==> src/rtl/qsslms_pkg.sv <==
`timescale 1ns/1ps
package qsslms_pkg;
   // samples per quarter period of a 60 Hz tone = rate / (4 * 60)
   localparam int QUARTER_DIV = 240;

   function automatic int quarter_len(input int rate);
      return rate / QUARTER_DIV;
   endfunction

   function automatic int weight_limit(input int width);
      return (1 << (width - 1)) - 1;
   endfunction
endpackage

==> src/rtl/qs_ref_track.sv <==
`timescale 1ns/1ps
module qs_ref_track #(
   parameter int REF_W = 8
) (
   input  logic clk,
   input  logic rst,
   input  logic shift_evt,
   input  logic shift_up,
   output logic ref_neg
);
   localparam logic signed [REF_W-1:0] CNT_MAX = {1'b0, {(REF_W-1){1'b1}}};
   localparam logic signed [REF_W-1:0] CNT_MIN = {1'b1, {(REF_W-1){1'b0}}};
   localparam logic signed [REF_W-1:0] STEP    = REF_W'(1);

   logic signed [REF_W-1:0] cnt;

   always_ff @(posedge clk) begin
      if (rst) begin
         cnt <= '0;
      end else if (shift_evt) begin
         if (shift_up) begin
            if (cnt != CNT_MAX) cnt <= cnt + STEP;
         end else begin
            if (cnt != CNT_MIN) cnt <= cnt - STEP;
         end
      end
   end

   assign ref_neg = cnt[REF_W-1];

   p_idle_r2: assert property (@(posedge clk) disable iff (rst)
      !shift_evt |=> $stable(cnt));
   p_up_r2: assert property (@(posedge clk) disable iff (rst)
      (shift_evt && shift_up && cnt != CNT_MAX) |=> (cnt == $past(cnt) + STEP));
   p_down_r2: assert property (@(posedge clk) disable iff (rst)
      (shift_evt && !shift_up && cnt != CNT_MIN) |=> (cnt == $past(cnt) - STEP));
endmodule

==> src/rtl/qs_quarter_delay.sv <==
`timescale 1ns/1ps
module qs_quarter_delay #(
   parameter int LEN = 10
) (
   input  logic clk,
   input  logic rst,
   input  logic sample_en,
   input  logic din,
   output logic dout
);
   logic [LEN-1:0] line;

   generate
      if (LEN == 1) begin : g_single
         always_ff @(posedge clk) begin
            if (rst)            line <= '0;
            else if (sample_en) line <= din;
         end
      end else begin : g_chain
         always_ff @(posedge clk) begin
            if (rst)            line <= '0;
            else if (sample_en) line <= {line[LEN-2:0], din};
         end
      end
   endgenerate

   assign dout = line[LEN-1];

   p_hold_r3: assert property (@(posedge clk) disable iff (rst)
      !sample_en |=> $stable(dout));
endmodule

==> src/rtl/qs_sign_weight.sv <==
`timescale 1ns/1ps
module qs_sign_weight #(
   parameter int WEIGHT_W = 10
) (
   input  logic                       clk,
   input  logic                       rst,
   input  logic                       upd,
   input  logic                       ref_neg,
   input  logic                       err_neg,
   output logic signed [WEIGHT_W-1:0] w
);
   localparam logic signed [WEIGHT_W-1:0] W_HI = {1'b0, {(WEIGHT_W-1){1'b1}}};
   localparam logic signed [WEIGHT_W-1:0] W_LO = -W_HI;
   localparam logic signed [WEIGHT_W-1:0] STEP = WEIGHT_W'(1);

   logic agree;
   assign agree = (ref_neg == err_neg);

   always_ff @(posedge clk) begin
      if (rst) begin
         w <= '0;
      end else if (upd) begin
         if (agree) begin
            if (w != W_HI) w <= w + STEP;
         end else begin
            if (w != W_LO) w <= w - STEP;
         end
      end
   end

   p_hold_r7: assert property (@(posedge clk) disable iff (rst)
      !upd |=> $stable(w));
   p_unit_step_r4: assert property (@(posedge clk) disable iff (rst)
      upd |=> ((w == $past(w) + STEP) || (w == $past(w) - STEP)
               || ($past(w) == W_HI) || ($past(w) == W_LO)));

   always_ff @(posedge clk) begin
      if (!rst) begin
         p_bound_r6: assert (w <= W_HI && w >= W_LO);
      end
   end
endmodule

==> src/rtl/qs_therm_enc.sv <==
`timescale 1ns/1ps
module qs_therm_enc #(
   parameter int WEIGHT_W = 10,
   localparam int THERM_W = (1 << (WEIGHT_W - 1)) - 1
) (
   input  logic signed [WEIGHT_W-1:0] w,
   output logic [THERM_W-1:0]         therm,
   output logic                       neg
);
   logic [WEIGHT_W-1:0] mag;

   assign neg = w[WEIGHT_W-1];
   assign mag = neg ? $unsigned(-w) : $unsigned(w);

   generate
      for (genvar k = 0; k < THERM_W; k++) begin : g_unit
         assign therm[k] = (mag > WEIGHT_W'(k));
      end
   endgenerate
endmodule

==> src/rtl/qsslms_canceller.sv <==
`timescale 1ns/1ps
module qsslms_canceller #(
   parameter int SAMPLE_RATE = 2400,
   parameter int REF_W       = 8,
   parameter int WEIGHT_W    = 10,
   localparam int DELAY_LEN  = qsslms_pkg::quarter_len(SAMPLE_RATE),
   localparam int THERM_W    = qsslms_pkg::weight_limit(WEIGHT_W)
) (
   input  logic                       clk,
   input  logic                       rst,
   input  logic                       enable,
   input  logic                       sample_en,
   input  logic                       shift_evt,
   input  logic                       shift_up,
   input  logic                       cm_shift,
   input  logic                       out_neg,
   output logic                       ref_i_neg,
   output logic                       ref_q_neg,
   output logic signed [WEIGHT_W-1:0] w_i,
   output logic signed [WEIGHT_W-1:0] w_q,
   output logic [THERM_W-1:0]         therm_i,
   output logic [THERM_W-1:0]         therm_q,
   output logic                       sign_i,
   output logic                       sign_q,
   output logic                       dm_shift_i,
   output logic                       dm_shift_q
);
   generate
      if (SAMPLE_RATE < qsslms_pkg::QUARTER_DIV ||
          SAMPLE_RATE % qsslms_pkg::QUARTER_DIV != 0) begin : g_bad_rate
         $error("SAMPLE_RATE must be a positive multiple of 240");
      end
      if (REF_W < 2) begin : g_bad_ref
         $error("REF_W must be at least 2");
      end
      if (WEIGHT_W < 2 || WEIGHT_W > 12) begin : g_bad_weight
         $error("WEIGHT_W must lie in 2..12");
      end
   endgenerate

   logic upd;
   assign upd = sample_en & enable;

   qs_ref_track #(.REF_W(REF_W)) u_track (
      .clk       (clk),
      .rst       (rst),
      .shift_evt (shift_evt),
      .shift_up  (shift_up),
      .ref_neg   (ref_i_neg)
   );

   qs_quarter_delay #(.LEN(DELAY_LEN)) u_delay (
      .clk       (clk),
      .rst       (rst),
      .sample_en (sample_en),
      .din       (ref_i_neg),
      .dout      (ref_q_neg)
   );

   logic [1:0]                refs;
   logic signed [WEIGHT_W-1:0] w_v   [2];
   logic [THERM_W-1:0]         th_v  [2];
   logic [1:0]                 neg_v;

   assign refs = {ref_q_neg, ref_i_neg};

   generate
      for (genvar p = 0; p < 2; p++) begin : g_phase
         qs_sign_weight #(.WEIGHT_W(WEIGHT_W)) u_weight (
            .clk     (clk),
            .rst     (rst),
            .upd     (upd),
            .ref_neg (refs[p]),
            .err_neg (out_neg),
            .w       (w_v[p])
         );
         qs_therm_enc #(.WEIGHT_W(WEIGHT_W)) u_therm (
            .w     (w_v[p]),
            .therm (th_v[p]),
            .neg   (neg_v[p])
         );
      end
   endgenerate

   assign w_i        = w_v[0];
   assign w_q        = w_v[1];
   assign therm_i    = th_v[0];
   assign therm_q    = th_v[1];
   assign sign_i     = neg_v[0];
   assign sign_q     = neg_v[1];
   assign dm_shift_i = cm_shift ^ sign_i;
   assign dm_shift_q = cm_shift ^ sign_q;

   p_therm_shape_r9: assert property (@(posedge clk) disable iff (rst)
      (((therm_i + 1'b1) & therm_i) == '0) && (((therm_q + 1'b1) & therm_q) == '0));
   p_therm_count_r9: assert property (@(posedge clk) disable iff (rst)
      $countones(therm_i) == (w_i < 0 ? -int'(w_i) : int'(w_i)));
   p_reset_r1: assert property (@(posedge clk)
      rst |=> (w_i == '0 && w_q == '0 && !ref_i_neg && !ref_q_neg));
endmodule

==> config.mk <==
export PLATFORM = sky130hd
export DESIGN_NAME = qsslms_canceller
export DESIGN_NICKNAME = d
export VERILOG_FILES = /design/src/rtl/qsslms_pkg.sv /design/src/rtl/qs_ref_track.sv /design/src/rtl/qs_quarter_delay.sv /design/src/rtl/qs_sign_weight.sv /design/src/rtl/qs_therm_enc.sv /design/src/rtl/qsslms_canceller.sv
export SDC_FILE = /design/constraint.sdc
export NUM_CORES = 1
export LEC_CHECK = 0
export ABC_AREA = 1
export BUFFER_PORTS_ARGS = -buffer_cell sky130_fd_sc_hd__buf_2
export CORE_AREA = 2 2 409 411
export DETAILED_ROUTE_END_ITERATION = 12
export DIE_AREA = 0 0 411 413
export PLACE_DENSITY = 0.31
export SYNTH_ARGS = -nofsm -noshare
export SYNTH_HDL_FRONTEND = slang
export SYNTH_SLANG_ARGS = --single-unit
==> constraint.sdc <==
create_clock -name clk -period 3.25 [get_ports clk]
set_input_delay 0.65 -clock clk [delete_from_list [all_inputs] [get_ports clk]]
set_output_delay 0.65 -clock clk [all_outputs]
set_load 0.01 [all_outputs]
Word-level counts from Yosys, hierarchy flattened --
Cells that the tools add are included.
Storage, ports and cells: bits in registers 38, bits of input ports 8, output and inout bits 1048, word-level logic and storage cells 1065
Cells by class: $add $sub $neg 8, order comparisons 1022, eq/ne operators 11, mux-type cells 11, bitwise operators 3, reduce and logical (&&, ||, !) cells 6
Operator list (number):
- $gt 10x9->1 const B | 510
- $gt 10x8->1 const B | 256
- $gt 10x7->1 const B | 128
- $gt 10x6->1 const B | 64
- $gt 10x5->1 const B | 32
- $gt 10x4->1 const B | 16
- $gt 10x3->1 const B | 8
- $mux 10 | 8
- $gt 10x1->1 const B | 4
- $gt 10x2->1 const B | 4
- $ne 10x10->1 const B | 4
- $mux 8 | 3
- $add 10x2->10 const B | 2
- $neg 10->10 | 2
- $sub 10x2->10 const B | 2
- $ne 8x8->1 const B | 2
- $reduce_and 3->1 | 3
- $add 8x2->8 const B | 1
- $sub 8x2->8 const B | 1
- $reduce_bool 2->1 | 3
- $ne 2x2->1 const B | 2
- $eq 1x1->1 | 2
- $ne 2x1->1 const B | 1
- $xor 1x1->1 | 2
- $and 1x1->1 | 1

Logic depth before layout (Yosys ltp) --
Gate-level depths: netlist (run 1).
depth after elaboration 3, depth in mapped cells 15, mapped depth without buffers 14

By module --
Synthesis (run 1) repeated with hierarchy kept, for this count alone.
Second synthesis, totals: cell total of the unflattened synthesis 3330, area total of the unflattened synthesis 16055.4 um2
Modules (own cells, without submodules):
- qs_therm_enc (g_phase[1].u_therm) | times used 1, cells each 1494, area an instance 6935.4 um2, sequential area each 0.0 um2
- qs_therm_enc (g_phase[0].u_therm) | times used 1, cells each 1268, area an instance 5863.1 um2, sequential area each 0.0 um2
- qs_sign_weight | times used 2, cells each 183, area an instance 1027.2 um2, sequential area each 200.2 um2
- qs_ref_track | times used 1, cells each 128, area an instance 742.0 um2, sequential area each 160.2 um2
- qs_quarter_delay | times used 1, cells each 63, area an instance 419.2 um2, sequential area each 200.2 um2
- qsslms_canceller | times used 1, cells each 11, area an instance 41.3 um2, sequential area each 0.0 um2

Least setup slack after synthesis (run 1) --
OpenSTA, ideal clock, no wires.
path kind register -> output, from register g_phase[0].u_weight.w[0], to output port therm_i[84], data arrival time 2269 ps, required time 2600 ps, path slack 331 ps, cell stages (with the launch flop) 15, buffers on the path 1, path through dfxtp_1 > buf_2 > inv_1 > ha_1 > inv_1 > nand3_1 > nand2_2 > inv_2 > nand3_2 > nand2_1 > nand2_1 > nand2_1 > nand2_1 > inv_1 > a21oi_1
Between the ends: longest elaborated chain between the ends 3
RTL lines:
- start, declared | RTL line qs_sign_weight.sv:10 | output logic signed [WEIGHT_W-1:0] w
- start signal, assigned | RTL line qs_sign_weight.sv:24 | if (w != W_HI) w <= w + STEP;
- start signal, assigned | RTL line qs_sign_weight.sv:26 | if (w != W_LO) w <= w - STEP;
- $neg 10->10 | RTL line qs_therm_enc.sv:13 | assign mag = neg ? $unsigned(-w) : $unsigned(w);
- $mux 10 * | RTL line qs_therm_enc.sv:13
- $gt 10x7->1 * | RTL line qs_therm_enc.sv:17 | assign therm[k] = (mag > WEIGHT_W'(k));
- end, declared | RTL line qsslms_canceller.sv:21 | output logic [THERM_W-1:0] therm_i,
Every way passes the cells marked *; elsewhere a longest branch is shown, timed or not.

Final worst setup path (run 1) --
from register g_phase[1].u_weight.w[1], to output port therm_q[289]
Between the ends: longest elaborated chain between the ends 3
RTL lines:
- start, declared | RTL line qs_sign_weight.sv:10
- start signal, assigned | RTL line qs_sign_weight.sv:24
- start signal, assigned | RTL line qs_sign_weight.sv:26
- $neg 10->10 | RTL line qs_therm_enc.sv:13
- $mux 10 * | RTL line qs_therm_enc.sv:13
- $gt 10x9->1 * | RTL line qs_therm_enc.sv:17
- end, declared | RTL line qsslms_canceller.sv:22 | output logic [THERM_W-1:0] therm_q,
Marks and branches as above.

==> results of run 1 <==
-- kinds of logic (layout without fill, tap and decap cells) --
group,after synthesis,in the layout,synth area share (%)
simple gates,1832,1833,56.78
buf+inv,561,2154,16.43
compound gates,455,455,17.13
flops,38,38,5.315
fa+ha+maj,31,31,2.867
xor+xnor,24,24,1.469
other cells,0,1,0
-- worst max path at each step --
| stage | endpoint | startpoint | slack (ps) | cells past startpoint |
|---|---|---|---|---|
| after detailed placement | therm_i[45] | g_phase[0].u_weight.w[4]$_SDFFE_PP0P_ | -360 | 10 |
| after floorplan | therm_i[84] | g_phase[0].u_weight.w[0]$_SDFFE_PP0P_ | 330 | 14 |
| after global routing | therm_q[290] | g_phase[1].u_weight.w[1]$_SDFFE_PP0P_ | -90 | 16 |
| after CTS | therm_i[34] | g_phase[0].u_weight.w[0]$_SDFFE_PP0P_ | -70 | 15 |
| after global placement | therm_i[4] | g_phase[0].u_weight.w[9]$_SDFFE_PP0P_ | -370 | 8 |
| final | therm_q[289] | g_phase[1].u_weight.w[1]$_SDFFE_PP0P_ | 40 | 16 |
-- stage by stage --
step	worst slack [ps]	hold WS (ps)	total power, mW	setup TNS (ps)
2_1_floorplan	330.7	449.5	5.627	0
3_3_place_gp	-367.9	462.4	13.02	-6186
3_5_place_dp	-360.7	463.5	12.95	-3409
4_1_cts	-65.67	481.9	14.48	-196.3
5_1_grt	-86.26	505.6	16.06	-1671
6_report	44.45	474.3	15.33	0
-- routing by layer --
layer | up-vias | share of wire [%] | routed length, um | global-route usage [%]
met4 | 0 | 7.8 | 14650 | 12.02
li1 | 12600 | - | - | -
met5 | - | 0 | 0 | 0
met1 | 13510 | 34 | 63620 | 20.23
met3 | 345 | 5.4 | 10110 | 2.771
met2 | 1387 | 53 | 99440 | 39.77
-- synth_stat cells (all sizes together), types with 6 or more instances --
master / count / share of area, %
a21oi: 154 / 6.1
xor2: 18 / 1.1
nand2: 1013 / 28
clkinv: 6 / 0.17
xnor2: 6 / 0.37
nor3: 12 / 0.50
buf: 117 / 4.8
clkbuf: 54 / 1.4
ha: 28 / 2.4
nand3: 467 / 17
nor2: 311 / 10
inv: 384 / 10
nand4: 21 / 0.92
o211ai: 12 / 0.63
dfxtp: 38 / 5.3
o21ai: 276 / 9.7
-- worst reg2reg max path: stages (launching register included) --
cell	delay, ps
sky130_fd_sc_hd__dfxtp_1	410
sky130_fd_sc_hd__xnor2_1	380
sky130_fd_sc_hd__inv_1	310
sky130_fd_sc_hd__ha_1	430
sky130_fd_sc_hd__a21oi_1	210
sky130_fd_sc_hd__nor2_1	60
sky130_fd_sc_hd__o21ai_0	150
sky130_fd_sc_hd__nand3_1	140
sky130_fd_sc_hd__or2_2	300
sky130_fd_sc_hd__a21oi_1	130
-- where the power goes --
| group | total [mW] | internal (mW) | switching [mW] |
|---|---|---|---|
| clock | 0.539 | 0.305 | 0.234 |
| sequential | 0.573 | 0.511 | 0.0620 |
| combinational | 14.2 | 5.09 | 9.13 |
-- final cells by class --
cell class                      count  area, um2  share of cell area, %
Antenna cell                        1      2.502               0.007974
Timing Repair Buffer             1756      12690                  40.45
Clock buffer                        6      138.9                 0.4426
Sequential cell                    38      793.3                  2.528
Clock inverter                      2      12.51                0.03987
Tap cell                         2204       2758                  8.788
Multi-Input combinational cell   2343      13370                  42.60
Inverter                          390       1612                  5.136
-- repair_timing --
| action | 4_1_cts | 5_1_grt |
|---|---|---|
| gates resized for setup | 377 | 426 |
| setup buffers | 77 | 112 |
| setup endpoints to repair | 871 | 860 |
| cloned | 10 | 11 |
| pin swaps | 33 | 79 |
-- flip-flops by register name, indices dropped and copies added, names as in the netlist --
signal	flops
g_phase.u_weight.w	20
u_delay.line	10
u_track.cnt	8
==> results.txt, run 1 <==
- VDD sags by at most 0.0002256 V.
* Vias: 27840
* Clock tree buffer depth: 2
* Via count of the first global-routing pass: 26900
- Reg2Reg Capture Point: g_phase[0].u_weight.w[9]$_SDFFE_PP0P_
* Total global-route track usage: 20.34%
- Initial antenna violation count: 4
* CTS H-tree depth: 2
- Worst setup slack for register-to-register paths: 670 ps
* Sink Count: 38
* CP Buf/Inv Count: 7
* DRC: 0
- The first global-routing pass estimated 239.7 mm of wire.
- After technology mapping, the gate count stands at 2941.
- The worst setup path is of the reg -> out kind.
- Violation count after the first detailed-route iteration: 1862
* Number of buffers created by CTS: 5
- For this run, the detailed router's first-pass iteration total came to 6.
* CORE AREA: 165900 um2
- Path class of the lowest-slack min-delay path: reg -> reg
* CTS clock-pin slew for the worst setup and hold paths: 70 ps
- The floorplan step set the die width to 411 um.
- Share of layout cells above drive strength 1: 52.11%
- The tree is rooted in a sky130_fd_sc_hd__clkbuf_16.
- Mean instance size in the synthesized netlist: 4.867 um2
* Crit Path Max Fanout: 7
- Vertical extent of the die: 413 um
- After detailed routing, the total wire length is 187.8 mm.
* Source of the worst hold timing path: u_delay.line[3]$_SDFFE_PP0P_
* TritonCTS clock tree: yes
* DP Wirelength: 155.8 mm
* Clock Latency Late Sink: 300 ps
* Worst slew margin relative to its limit: 48.98%
* Number of hold violations in the final report: 0
- Cells fill 18.91% of the core in the end.
- Number of placed cells counting well taps: 6525
- Excluding fillers, the count of instances in the completed layout stands at 6740.
* Power density normalized to cell area: 488.4 nW/um2
- Setup crit start kind: register
- Worst hold path cell count: 2
- Count of cell types in the netlist: 43
* Routed length per placed instance: 27.87 um
- The count of nets left with antenna violations once routing finished came out at 0.
- Placed Area: 26180 um2
* Count of endpoints failing setup in the final report: 0
* Largest stage delay on the critical path: 340 ps
* Global placement routability congestion: 0.9676
- Worst path required time: 2600 ps
- Based on the critical path, the design can be clocked at up to 312.0 MHz.
* Filler instances: 19540
- In this run the tool buffered the top-level ports with 1055 buffer cells.
- For this run, the leading register cell type out of synthesis is sky130_fd_sc_hd__dfxtp_1.
* Final Slew Violations: 0
- For the pin with the worst max-slew slack, the measured transition is 758.2 ps.
- Counting every net in the synthesized netlist gives 2980.
- Once layout is done, the placed cells without fillers occupy 31380 um2.
* Kind of capture point of the worst setup path: output pin
* Critical path data arrival time: 2560 ps
- Pleak: 18.14 nW
- For this design the top-level I/O count stands at 1056.
- Critical-path cell with the highest stage delay: sky130_fd_sc_hd__dfxtp_2
* Synthesis warning total: 0
* Post-DR vias/cell: 4.131
- Shortest period the worst path allows: 3206 ps
- Period utilization: 98.63%
* Part of the Yosys area used for sequential elements: 5.315%
- The signal on the critical path passes through inv_2, buf_6, nand2_2, nor2_4, nand2_2, nand3_2, nand2_8, buf_12, buf_8, nor2_1, nor2_4, buf_12, buf_4, a21oi_4, nand2_1, buf_2.
- Flop and latch count out of synthesis: 38
* EDFF count, synth: 0
- Relative to the synthesized area, the layout overhead comes to 119.2%.
- Proportion of register bits with asynchronous set or reset after synthesis: 0%
* Netlist area before placement: 14310 um2
* Max-cap violation count: 0
- At the end of the flow, the number of nets in the layout was 4573.
* Die area: 169700 um2
* Leading cell type in the layout, fill and taps excluded: sky130_fd_sc_hd__buf_2
- Total number of placement rows: 150
- The path with the worst hold slack has its endpoint at u_delay.line[4]$_SDFFE_PP0P_.
- Result of the run: finished, final reports clean
- Top Family by Delay on Critical Path: buffers and inverters
- Setup repair after global routing could not meet its margin everywhere.
- The clock arrives with 3.010 ps of skew.
* R2R depth: 9
- Commonest cells after routing, fill and taps aside: sky130_fd_sc_hd__buf_2 (1030), sky130_fd_sc_hd__nand2_1 (843), sky130_fd_sc_hd__buf_4 (522)
* Pin count of the biggest net entering global routing: 63
* Sum of overflow across all layers after global routing: 0
- The number of hold buffers added after CTS was 0.
- Once the floorplan was initialized, standard cells occupied 8.627% of the core.
* RR Startpoint: u_track.cnt[7]$_SDFFE_PP0P_
No activity file was read; power rests on OpenSTA's default activity.
==> run 2, diff against run 1 <==
ABC_AREA = default   (was 1)
CORE_AREA = 2 2 406 408   (was 2 2 409 411)
DIE_AREA = 0 0 408 410   (was 0 0 411 413)
PLACE_DENSITY = 0.3   (was 0.31)
==> results.txt, run 2 <==
- The internal portion of the total power is 8.555 mW.
* Critical path data arrival time: 3110 ps
- For the worst-skew pair, the clock arrives at the later sink with an insertion delay of 320 ps.
- Adding up every negative setup slack in the final design gives -333420 ps.
- Setup crit start kind: register
- The biggest area contributor in the post-synthesis netlist is sky130_fd_sc_hd__o21ai_0.
* Critical path class: reg -> out
- Shortest period the worst path allows: 3759 ps
* Worst path required time: 2600 ps
- In this run the count of I/O pins placed on the die edge is 1056.
* Net switching power: 10.72 mW
- Commonest cells after routing, fill and taps aside: sky130_fd_sc_hd__buf_2 (965), sky130_fd_sc_hd__buf_4 (646), sky130_fd_sc_hd__o21ai_1 (331)
- The first TritonRoute pass finished after 5 iterations.
- Once the floorplan was initialized, standard cells occupied 7.758% of the core.
- On the critical path, the stage with the largest delay is an instance of sky130_fd_sc_hd__or4_4.
- Net switching is 55.62% of the power.
* Number of buffers created by CTS: 5
- Yosys instantiated no cell more often than sky130_fd_sc_hd__o21ai_0.
- Proportion of register bits with asynchronous set or reset after synthesis: 0%
- The number of nets handed over by synthesis was 2338.
- The Yosys step of the flow raised 0 warnings.
- In this run the tightest slew margin relative to its limit is 30.90%.
* Dominant cells by area after synthesis: sky130_fd_sc_hd__o21ai_0 (31%), sky130_fd_sc_hd__nand2_1 (7.8%), sky130_fd_sc_hd__dfxtp_1 (6.0%)
* Pin count of the biggest net entering global routing: 64
* Highest Clock Rate: 266.0 MHz
- VDD sags by at most 0.0003874 V.
- Tracing the worst setup path back leads to its startpoint at g_phase[1].u_weight.w[0]$_SDFFE_PP0P_.
- Tightest Pin Transition: 1023 ps
- Sequential cell area: 779.5 um2
* Number of hold violations in the final report: 0
- The final critical path takes up 115.7% of the cycle.
- Reg2Reg Capture Point: g_phase[0].u_weight.w[9]$_SDFFE_PP0P_
- The final layout contains routed wiring with a total length of 167.2 mm.
* DRC: 0
* Total global-route track usage: 18.55%
- Between clock sinks in the finished design, the worst skew comes to 14.71 ps.
* Worst setup slack after layout: -508.8 ps
* Part of the total power dissipated in the clock network: 3.6%
* Global placement routability congestion: 0.9135
* Leading registers by flop count: g_phase.u_weight.w: 20 flops, u_delay.line: 10 flops, u_track.cnt: 8 flops
* Worst setup slack for register-to-register paths: 110 ps
- Most used flip-flop cell after synthesis: sky130_fd_sc_hd__dfxtp_1
* Critical path depth in cells: 10
* Kind of capture point of the worst setup path: output pin
* TritonCTS clock tree: yes
* Sequential share of power: 3.0%
- Clock tree buffer depth: 2
- Top Family by Delay on Critical Path: simple AND/OR/NAND/NOR gates
- Result of the run: finished, violations left
- The worst register-to-register path has a depth of 7.
- The number of slew-limit violations in the final report came to 0.
- The count of buffers added on input and output ports is 1055.
- In this run the vertical extent of the chip is 410 um.
- The synthesized design contains 38 register bits.
- Total number of placement rows: 149
* CP Buf/Inv Count: 4
- Die area: 167300 um2
* Largest stage delay on the critical path: 550 ps
- Logic gate share of total power: 93.3%
- Routed length per placed instance: 26.86 um
- Vias: 26230
* Total Nets Final: 4073
- The startpoint identified for the worst register-to-register timing path is g_phase[0].u_weight.w[8]$_SDFFE_PP0P_.
* Sum of overflow across all layers after global routing: 0
* Setup repair after global routing missed its margin: yes
- After technology mapping, the gate count stands at 2299.
- Crit Path Max Fanout: 23
- Counting instances in the post-synthesis netlist gives the leading cell types as sky130_fd_sc_hd__o21ai_0 (776), sky130_fd_sc_hd__nand2_1 (263), sky130_fd_sc_hd__clkbuf_1 (178), sky130_fd_sc_hd__nor2_1 (158), sky130_fd_sc_hd__a21oi_1 (143).
- The register with the most flip-flops in the layout has 20 of them.
- Series of cell instances along the critical path: or4_4, buf_12, or4_4, a311o_1, nand2_2, nand2_2, buf_12, buf_12, o211ai_1, buf_2
- CTS H-tree depth: 2
* Most Used Layer, Global Route: met2
* CTS clock-pin slew for the worst setup and hold paths: 80 ps
* Share of layout cells above drive strength 1: 62.43%
* Power density normalized to cell area: 579.7 nW/um2
- Part of the Yosys area used for sequential elements: 5.998%
- Summed over all nets, the half-perimeter wirelength after detailed placement is 134.0 mm.
- EDFF count, synth: 0
- Global routing consumed, on the met2 layer, 35.45% of the routing resources.
* Violation count after the first detailed-route iteration: 1593
* Hold-fix buffers, CTS: 0
- Mean instance size in the synthesized netlist: 5.517 um2
- Number of placed cells counting well taps: 6059
* Post-DR vias/cell: 4.214
- Via count of the first global-routing pass: 25660
- Antenna Violating Nets Remaining: 0
* Horizontal extent of the die: 408 um
- The checks that failed: negative setup slack.
- Final Core Density: 20.34%
- Largest register by flop count: g_phase.u_weight.w
- The number of antenna violations at the first check in global routing is 7.
* Critical path destination: therm_q[360]
- The core region is 163500 um2.
- Buffer cell driving the clock tree root: sky130_fd_sc_hd__clkbuf_16
- The first global-routing pass estimated 219.6 mm of wire.
- Met3 track demand over resource: 2.705%
- Crit-path most repeated cell: sky130_fd_sc_hd__buf_12
- Leaving out filler cells and counting taps, the final layout contains 6225.
- Sink Count: 38
* Minimum hold slack: 493.1 ps
* Post-placement setup slack: -502.3 ps
* Max-cap violation count: 0
- Pleak: 16.34 nW
* Count of endpoints failing setup in the final report: 1017
- Path class of the lowest-slack min-delay path: reg -> reg
- Filler instances: 18850
- The share of synthesized area in the top cell type comes to 30.62%.
- Layout area overhead: 162.2%
- Count of cell types in the netlist: 78
- The library cell used most frequently in the layout, excluding fill and tap cells, is sky130_fd_sc_hd__buf_2.
- Met1 capacity usage during global routing: 19.43%
- Area occupied by multi-input gates: 13520 um2
- Summing every instance area after synthesis gives 12680 um2.
==> run 2: worst min-delay path, delay by kind of cell, from the launching register on <==
family | cells | cell delay, ps
flip-flops | 1 | 330
multiplexers | 1 | 70
AND/OR/NAND/NOR | 1 | 70
==> run 2: metrics by stage <==
| stage | area [um2] | power (mW) |
|---|---|---|
| 2_1_floorplan | 13150 | 6.385 |
| 3_3_place_gp | 27110 | 15.08 |
| 3_5_place_dp | 27120 | 14.97 |
| 4_1_cts | 31470 | 17.90 |
| 5_1_grt | 33250 | 20.11 |
| 6_report | 33260 | 19.28 |
==> run 2: worst min-delay path by stage <==
stage	start	end	slack, ps	cells after the start
after floorplan	u_delay.line[0]$_SDFFE_PP0P_	u_delay.line[0]$_SDFFE_PP0P_	460	2
final	u_delay.line[8]$_SDFFE_PP0P_	u_delay.line[9]$_SDFFE_PP0P_	490	2
after detailed placement	u_delay.line[5]$_SDFFE_PP0P_	u_delay.line[5]$_SDFFE_PP0P_	480	2
after global placement	u_delay.line[3]$_SDFFE_PP0P_	u_delay.line[4]$_SDFFE_PP0P_	480	2
after global routing	u_delay.line[8]$_SDFFE_PP0P_	u_delay.line[9]$_SDFFE_PP0P_	530	2
after CTS	u_delay.line[5]$_SDFFE_PP0P_	u_delay.line[5]$_SDFFE_PP0P_	500	2
==> run 2: cell families after synthesis <==
| kind of cell | synth area share, % |
|---|---|
| simple gates | 23.59 |
| fa+ha+maj | 3.236 |
| xor+xnor | 2.890 |
| mux | 1.756 |
| compound gates | 51.03 |
| buf+inv | 11.50 |
| flops | 5.998 |
==> run 2: area by class of cell <==
cell class	instances	area share, %
Antenna cell	1	0.007525
Clock buffer	5	0.3762
Clock inverter	3	0.2069
Inverter	105	1.275
Multi-Input combinational cell	1901	40.65
Sequential cell	38	2.344
Tap cell	2189	8.236
Timing Repair Buffer	1983	46.91
==> run 2: power by group through the flow <==
stage / clock network [mW] / logic [mW] / registers [mW]
floorplan: 0 / 5.81 / 0.575
global placement: 0 / 14.5 / 0.582
detailed placement: 0 / 14.4 / 0.583
CTS: 0.744 / 16.6 / 0.582
global route: 0.757 / 18.8 / 0.592
finish: 0.703 / 18.0 / 0.582
==> run 2: metal layers <==
| layer | share of wire, % | vias up |
|---|---|---|
| met3 | 5.2 | 285 |
| met5 | 0.0048 | - |
| met2 | 53 | 1301 |
| met1 | 36 | 12850 |
| li1 | - | 11790 |
| met4 | 6.4 | 2 |
==> run 2: timing repair <==
action,in CTS,in global routing
pin swaps,85,47
setup buffers,106,31
setup endpoints to repair,1019,1021
cloned,29,13
resized for setup,682,403
==> run 3, diff against run 2 <==
--- a/constraint.sdc
+++ b/constraint.sdc
@@ -3,2 +3,2 @@
 set_output_delay 0.65 -clock clk [all_outputs]
-set_load 0.01 [all_outputs]
+set_load 0.02 [all_outputs]
==> results.txt, run 3 (synthesized netlist as in run 2, its figures left out) <==
- Max-cap violation count: 0
- Summing all multi-input logic gate instances after layout gives 17150 um2.
- The largest single stage delay on the critical path is 600 ps.
- Logic gate share of total power: 94.8%
* Worst path required time: 2600 ps
- Met1 capacity usage during global routing: 19.79%
- Counting buffers and inverters, the worst setup path is 10 cells deep.
- Adding up every negative setup slack in the final design gives -358140 ps.
* CTS H-tree depth: 2
- In this run the worst setup path terminates at therm_q[125].
* Source of the worst hold timing path: u_delay.line[5]$_SDFFE_PP0P_
- Final cell count without fillers: 6378
* Highest Clock Rate: 262.9 MHz
* Power density normalized to cell area: 590.6 nW/um2
- DP Wirelength: 135.4 mm
- Summing all placed instances gives a cell area of 30630 um2.
- Antenna diode count: 0
- Worst setup slack after layout: -553.7 ps
- In this run the critical register-to-register path is captured at g_phase[0].u_weight.w[9]$_SDFFE_PP0P_.
- After floorplanning, the core was divided into 149 placement rows.
* Port buffer count: 1055
- Sequential cell area: 787.0 um2
- The congestion estimate from routability-driven global placement came to 0.9052.
- Post-DR vias/cell: 4.247
- Once placement completed, the tool counted placed cells totaling 6121.
- After detailed routing, the average wire length per cell comes to 27.39 um.
- Headroom to the max-slew limit came out at 44.10%.
* Pleak: 18.90 nW
* Worst setup slack for register-to-register paths: 240 ps
- Vertical extent of the die: 410 um
* Crit-path most repeated cell: sky130_fd_sc_hd__buf_6
* Net switching power: 13.95 mW
- Horizontal extent of the die: 408 um
* Switching portion of total power: 57.26%
- Number of buffers created by CTS: 5
* Vias: 27090
- For this configuration, the core starts out at a cell density of 7.758%.
* CTS clock-pin slew for the worst setup and hold paths: 80 ps
- The critical path goes through buf_6, or4_4, or4_4, a311o_1, a21oi_2, buf_6, nand2_4, buf_6, o21ai_4, buf_6.
- Commonest cells after routing, fill and taps aside: sky130_fd_sc_hd__buf_4 (701), sky130_fd_sc_hd__buf_2 (602), sky130_fd_sc_hd__buf_6 (584)
- Violations in the final reports: negative setup slack
* Setup repair after global routing missed its margin: yes
- Total global-route track usage: 18.70%
- CORE AREA: 163500 um2
* Total power consumption of the routed design: 24.37 mW
- Sink Count: 38
* Worst voltage drop across the vdd grid: 0.0004720 V
- Share of layout cells above drive strength 1: 74.50%
- In this run, post-CTS hold repair placed 0 buffers.
- Met2 Use GR: 36.23%
* Critical path data arrival time: 3150 ps
- For this design, the slowest cell found on the critical path is sky130_fd_sc_hd__or4_4.
- With fillers left out, the area of the finished cells amounts to 41260 um2.
- Total detailed-routing wirelength: 174.7 mm
- The startpoint identified for the worst register-to-register timing path is g_phase[0].u_weight.w[1]$_SDFFE_PP0P_.
- For the worst-skew pair, the clock arrives at the later sink with an insertion delay of 310 ps.
- Violation count after the first detailed-route iteration: 1467
- Critical path class: reg -> out
- The number of antenna violations at the first check in global routing came to 2.
- The first global-routing pass estimated 222.3 mm of wire.
* Sum of overflow across all layers after global routing: 0
- Number of hold violations in the final report: 0
* First-pass DRT Iterations: 5
* R2R depth: 12
- CP Buf/Inv Count: 4
- Via count of the first global-routing pass: 26090
- The detail route stage leaves a number of antenna-violating nets equal to 0.
- Clock tree synthesis selected as its root buffer the cell sky130_fd_sc_hd__clkbuf_16.
- Part of the total power dissipated in the clock network: 2.8%
- Pin count of the biggest net entering global routing: 69
* Layout area overhead: 225.3%
- Registers are responsible for 2.4% of the overall power.
- The run finished, with violations left.
- Tightest Pin Transition: 838.5 ps
- The library cell used most frequently in the layout, excluding fill and tap cells, is sky130_fd_sc_hd__buf_4.
- Shortest period the worst path allows: 3804 ps
- Ranked by flip-flop count, first place goes to g_phase.u_weight.w.
- In this run the worst setup path begins at g_phase[1].u_weight.w[1]$_SDFFE_PP0P_.
* Most Used Layer, Global Route: met2
* Top Family by Delay on Critical Path: simple AND/OR/NAND/NOR gates
- At the end of the flow, the number of nets in the layout was 4227.
* Path class of the lowest-slack min-delay path: reg -> reg
- On the final layout, the worst clock skew is 12.31 ps.
- In this run the worst path has a maximum fanout of 7.
* Num ports: 1056
- The register with the most flip-flops in the layout has 20 of them.
* Die area: 167300 um2
- Filler instances: 17970
- Leading registers by flop count: g_phase.u_weight.w: 20 flops, u_delay.line: 10 flops, u_track.cnt: 8 flops
- The number of slew-limit violations in the final report was 0.
- For met3 alone, demand over resource in global routing was 2.226%.
- Clock tree buffer depth: 2
* DRC: 0
* Internal Pwr Total: 10.41 mW
- Period utilization: 117.0%
* TritonCTS clock tree: yes
- STA classifies the critical path endpoint as an output pin.
- Count of endpoints failing setup in the final report: 1020
* Setup crit start kind: register
run 3: per-layer routing:
layer | up-vias | part of all wire, %
met2 | 1220 | 53
met4 | 2 | 6.5
met1 | 13380 | 36
met5 | - | 0.0052
met3 | 327 | 4.4
li1 | 12160 | -
run 3: stage by stage:
stage | worst slack [ps] | hold WS, ps | util (%)
floorplan | -214.0 | 460.1 | -
global placement | -714.7 | 475.9 | 18.74
detailed placement | -708.4 | 482.3 | 18.74
CTS | -627.1 | 491.0 | 21.37
global route | -612.3 | 519.5 | 25.24
finish | -553.7 | 491.1 | 25.24
run 3: worst min path at each step:
stage                                   endpoint  slack, ps  depth (start not counted)
floorplan           u_delay.line[0]$_SDFFE_PP0P_        460                          2
detailed placement  u_delay.line[5]$_SDFFE_PP0P_        480                          2
global placement    u_delay.line[5]$_SDFFE_PP0P_        480                          2
global route        u_delay.line[5]$_SDFFE_PP0P_        520                          2
finish              u_delay.line[6]$_SDFFE_PP0P_        490                          2
CTS                 u_delay.line[6]$_SDFFE_PP0P_        490                          2
run 3: layout make-up:
| cell class | count | area share [%] |
|---|---|---|
| tap | 2189 | 6.638 |
| sequential | 38 | 1.907 |
| clock inverter | 2 | 0.09401 |
| multi-input combinational | 1904 | 41.55 |
| timing repair buffer | 2134 | 48.36 |
| clock buffer | 6 | 0.3639 |
| inverter | 105 | 1.086 |
run 3: timing repair:
action	in CTS	in global routing
buffers inserted	81	143
setup endpoints to repair	1021	1022
gates resized for setup	749	1197
gates cloned	24	37
pin swaps	89	190
run 3: worst min-delay path: stages, from the launching register on:
cell	delay (ps)
sky130_fd_sc_hd__dfxtp_1	330
sky130_fd_sc_hd__mux2i_1	70
sky130_fd_sc_hd__nor2_1	70
run 3: power by group through the flow:
stage	combinational, mW	clock, mW	sequential (mW)
final	23.1	0.683	0.576
after global routing	24.0	0.738	0.586
after CTS	19.7	0.744	0.573
after detailed placement	17.9	0	0.583
after global placement	18.1	0	0.583
after floorplan	9.07	0	0.596
